==> config.mk <==
export PLATFORM = sky130hd
export DESIGN_NAME = frame_deser
export DESIGN_NICKNAME = d
export VERILOG_FILES = /design/src/rtl/frame_deser.sv
export SDC_FILE = /design/constraint.sdc
export NUM_CORES = 1
export LEC_CHECK = 0
export BUFFER_PORTS_ARGS = -buffer_cell sky130_fd_sc_hd__buf_2
export CAP_MARGIN = 20
export CORE_ASPECT_RATIO = 0.9
export CORE_MARGIN = 5
export CORE_UTILIZATION = 26
export DETAILED_ROUTE_END_ITERATION = 10
export GPL_TIMING_DRIVEN = 0
export PLACE_DENSITY_LB_ADDON = 0.08
export SLEW_MARGIN = 20
export SYNTH_ARGS = -nofsm -noshare
export SYNTH_HDL_FRONTEND = slang
export SYNTH_SLANG_ARGS = --single-unit
==> constraint.sdc <==
create_clock -name clk -period 3.3 [get_ports clk]
set_input_delay 0.825 -clock clk [delete_from_list [all_inputs] [get_ports clk]]
set_output_delay 0.825 -clock clk [all_outputs]
set_load 0.05 [all_outputs]
==> src/rtl/frame_deser.sv <==
module frame_deser #(
  parameter int WORD_W = 16,
  parameter int PAT_W  = 32,
  parameter logic [PAT_W-1:0] PATTERN = 32'hF6F62828
) (
  input  logic              clk,
  input  logic              rst_n,
  input  logic              bit_en,
  input  logic              bit_in,
  input  logic              frame_en,
  input  logic              oof,
  output logic [WORD_W-1:0] word_out,
  output logic              word_valid,
  output logic              frame_pulse
);
  localparam int CNT_W = $clog2(WORD_W);
  localparam int SR_W  = (PAT_W > WORD_W) ? PAT_W : WORD_W;
  localparam logic [CNT_W-1:0] LAST_POS = CNT_W'(WORD_W - 1);

  logic [SR_W-1:0]  sr;
  logic [SR_W-1:0]  sr_nxt;
  logic [CNT_W-1:0] cnt;
  logic             oof_q;
  logic             hunt;
  logic             fp_pend;
  logic             hit;
  logic             last;
  logic             oof_rise;

  assign sr_nxt   = {sr[SR_W-2:0], bit_in};
  assign hit      = hunt && frame_en && bit_en && (sr_nxt[PAT_W-1:0] == PATTERN);
  assign last     = bit_en && (cnt == LAST_POS);
  assign oof_rise = oof && !oof_q;

  always_ff @(posedge clk or negedge rst_n) begin
    if (!rst_n) begin
      sr          <= '0;
      cnt         <= '0;
      oof_q       <= 1'b0;
      hunt        <= 1'b0;
      fp_pend     <= 1'b0;
      word_out    <= '0;
      word_valid  <= 1'b0;
      frame_pulse <= 1'b0;
    end else begin
      oof_q       <= oof;
      word_valid  <= 1'b0;
      frame_pulse <= 1'b0;
      if (bit_en) sr <= sr_nxt;

      if (!frame_en || hit) hunt <= 1'b0;
      else if (oof_rise)    hunt <= 1'b1;

      if (hit) begin
        cnt     <= '0;
        fp_pend <= 1'b1;
      end else if (bit_en) begin
        cnt <= last ? '0 : cnt + 1'b1;
        if (last) begin
          word_out    <= sr_nxt[WORD_W-1:0];
          word_valid  <= 1'b1;
          frame_pulse <= fp_pend;
          fp_pend     <= 1'b0;
        end
      end
    end
  end
endmodule

==> results.py <==
metrics = {
    "drt": {
        "drt_wl_total_mm": 4.08,
        "final_antenna_net_count": 0,
        "drt-initial-drc-count": 36,
        "via_per_inst": 4.17,
        "wl_per_cell_um": 13.9,
        "vias": 1221,
        "drc": 0,
        "dr.pass1.iters": 6,
    },
    "worst_setup_path": {
        "ff2ff_path_depth": 5,
        "crit_chain": "buf_2 > or4b_1 > or4_4 > o31ai_4 > buf_8 > mux2_4",
        "cp_num_buf_inv": 2,
        "startpoint_type": "input pin",
        "crit_required_ns": 3.49,
        "path_class": "input pin to flop",
        "max_stage_delay_ns": 0.56,
        "cp.depth": 6,
        "cp-end-kind": "flop",
        "worst_path_dominant_cell_family": "simple AND/OR/NAND/NOR gates",
        "crit_arrival_ns": 3.02,
        "cp_max_fo": 10,
        "crit_path_top_delay_cell": "o31ai_4",
    },
    "logic_synthesis": {
        "synth_nets": 152,
        "yosys_warnings": 0,
        "syn_avg_cell_area_um2": 15.4,
        "syn_inst": 145,
        "yosysTopAreaCellShare_pct": 62.6,
        "yosys.area.top_type": "dfrtp_1",
        "synthArstFlopShare_pct": 100,
        "synth-edff-count": 0,
        "ys.flop_type": "dfrtp_1",
        "ys_seq_area_share_pct": 62.6,
        "synth_cell_types": 24,
        "ys_ff_latch": 56,
        "synth_most_common_cell": "dfrtp_1",
        "synth_area_um2": 2240,
        "synth.top_cells.by_area": "dfrtp_1, mux2_2, mux2_4",
        "yosys-top-cells-count": "dfrtp_1, mux2_2, mux2_4, nand4_1",
    },
    "timing": {
        "fin_ws_ns": 0.473,
        "tightest_slew_ns": 0.779,
        "skew_ns": 0.0116,
        "rsz0062_at_grt": "no",
        "fin_crit_ns": 2.83,
        "hold_ws_ns": 0.487,
        "setup_violations": 0,
        "report.final.slew_viol_count": 0,
        "fmax_mhz": 354,
        "fin_crit_sh_pct": 85.7,
        "hold_violations": 0,
        "fin_tns_setup_ns": 0,
        "slew_headroom_pct": 47.6,
    },
    "place": {
        "placement.io_buffers": 23,
        "place_inst": 287,
        "pre_cts_slack_ns": 0.106,
        "place.gp.congestion": 0.672,
        "post_dp_cell_area_um2": 2500,
        "dp_hpwl_mm": 2.95,
    },
    "power": {
        "total_power_mw": 2.31,
        "swShare_pct": 36.5,
        "clkPwrFrac_pct": 18.3,
        "internal-power_mw": 1.47,
        "ir_worst_vdd_uv": 318,
        "switchingPower_uw": 844,
        "p_comb_share_pct": 32.6,
        "leakagePower_nw": 1.22,
        "seq_power_share_pct": 49.2,
        "cellPowerDensity_nw_per_um2": 888,
    },
    "clock_tree": {
        "post_cts_buffers": 0,
        "cts_resized": 0,
        "cts_tree": "yes",
        "clock_latency_ns": 0.30,
        "path_clk_slew_ns": 0.10,
        "cts-buffers-inserted": 5,
        "cts_root_buf": "clkbuf_8",
        "cts.htree.levels": 2,
        "clock_path_buffers": 2,
        "cts_hold_buffers": 0,
        "cts_sinks": 56,
    },
    "die": {
        "coreArea_um2": 8490,
        "dieHeight_um": 98,
        "dieArea_um2": 10600,
        "rows": 32,
        "initial_core_util_pct": 26.4,
        "ioPinCount": 24,
        "die_w_um": 108,
    },
    "hold_path": {
        "whs_path_depth": 1,
        "hold_path.class": "flop to flop",
    },
    "grt": {
        "grt_max_degree": 57,
        "gr-usage-all-layers_pct": 8.54,
        "antenna_found_initial": 0,
        "gr-total-overflow": 0,
        "grt_pass1_wl_mm": 7.11,
        "grt_pass1_vias": 1373,
    },
    "run_status": {
        "outcome": "complete, no violations",
    },
    "finish": {
        "final_area_um2": 2600,
        "drive_gt1_share_pct": 45.4,
        "area_growth_pct": 16.3,
        "fin_cells": 293,
        "antennaDiodeCount": 0,
        "fin_util_pct": 30.7,
        "fin_nets": 182,
    },
    "job": {
        "maxCapViolCount": 0,
    },
}
final cells by class:
type | instances | area, um2
plain buffers | 5 | 30.0
clock inverters | 1 | 30.0
fillers | 860 | 5890
well taps | 119 | 149
multi-input cells | 80 | 791
clock buffers | 5 | 68.8
repair buffers | 23 | 118
flip-flops and latches | 56 | 1400
inverters | 4 | 15.0
cells by family after synthesis:
group	share of synthesized area, %
buffers and inverters	2.01
XOR/XNOR	0.783
AO/OA/AOI/OAI	2.07
adder cells (fa/ha/maj)	0.559
multiplexers	25.0
flip-flops	62.6
AND/OR/NAND/NOR	6.94
flip-flops by register name, indices dropped and copies added (netlist names):
signal	cells
cnt	4
fp_pend	1
frame_pulse	1
hunt	1
oof_q	1
sr	31
word_out	16
word_valid	1
power by group through the flow:
stage                     clock (mW)  sequential [mW]  combinational, mW
after global placement             0             1.14              0.750
final                          0.422             1.14              0.753
after global routing           0.466             1.18              0.805
after detailed placement           0             1.15              0.766
after floorplan                    0             1.39              0.315
after CTS                      0.443             1.14              0.768
final timing paths:
| kind | startpoint | slack (ns) | to |
|---|---|---|---|
| setup / recovery | bit_in | 0.47 | word_out[7]$_DFFE_PN0P_ |
| hold / removal | fp_pend$_DFFE_PN0P_ | 0.49 | fp_pend$_DFFE_PN0P_ |
| setup reg to reg | sr[3]$_DFFE_PN0P_ | 0.60 | word_out[7]$_DFFE_PN0P_ |
| hold reg to reg | fp_pend$_DFFE_PN0P_ | 0.49 | fp_pend$_DFFE_PN0P_ |
| max in group asynchronous | rst_n | 2.25 | cnt[3]$_DFFE_PN0P_ |
| min in group asynchronous | rst_n | 0.55 | word_valid$_DFF_PN0_ |
routing by layer:
metal | wire, um | share of wire [%] | global-route usage [%]
met2 | 1940 | 47 | 13.0
met4 | 4 | 0.098 | 2.62
met1 | 1990 | 49 | 11.7
met3 | 144 | 3.5 | 2.51
met5 | 0 | 0 | 0
cell usage in the layout (no fill, tap or decap), drive strengths merged, types with 2 or more instances in the layout:
| cell | Yosys | final |
|---|---|---|
| buf | 4 | 27 |
| clkbuf | 1 | 6 |
| dfrtp | 56 | 56 |
| inv | 4 | 4 |
| mux2 | 47 | 47 |
| nand2 | 4 | 4 |
| nand4 | 5 | 5 |
| nor2 | 4 | 4 |
| nor3 | 2 | 2 |
| nor4b | 2 | 2 |
| o22ai | 2 | 2 |
| or4b | 3 | 3 |
| xor2 | 2 | 2 |
Note: power is estimated with default switching activity, not from simulation.
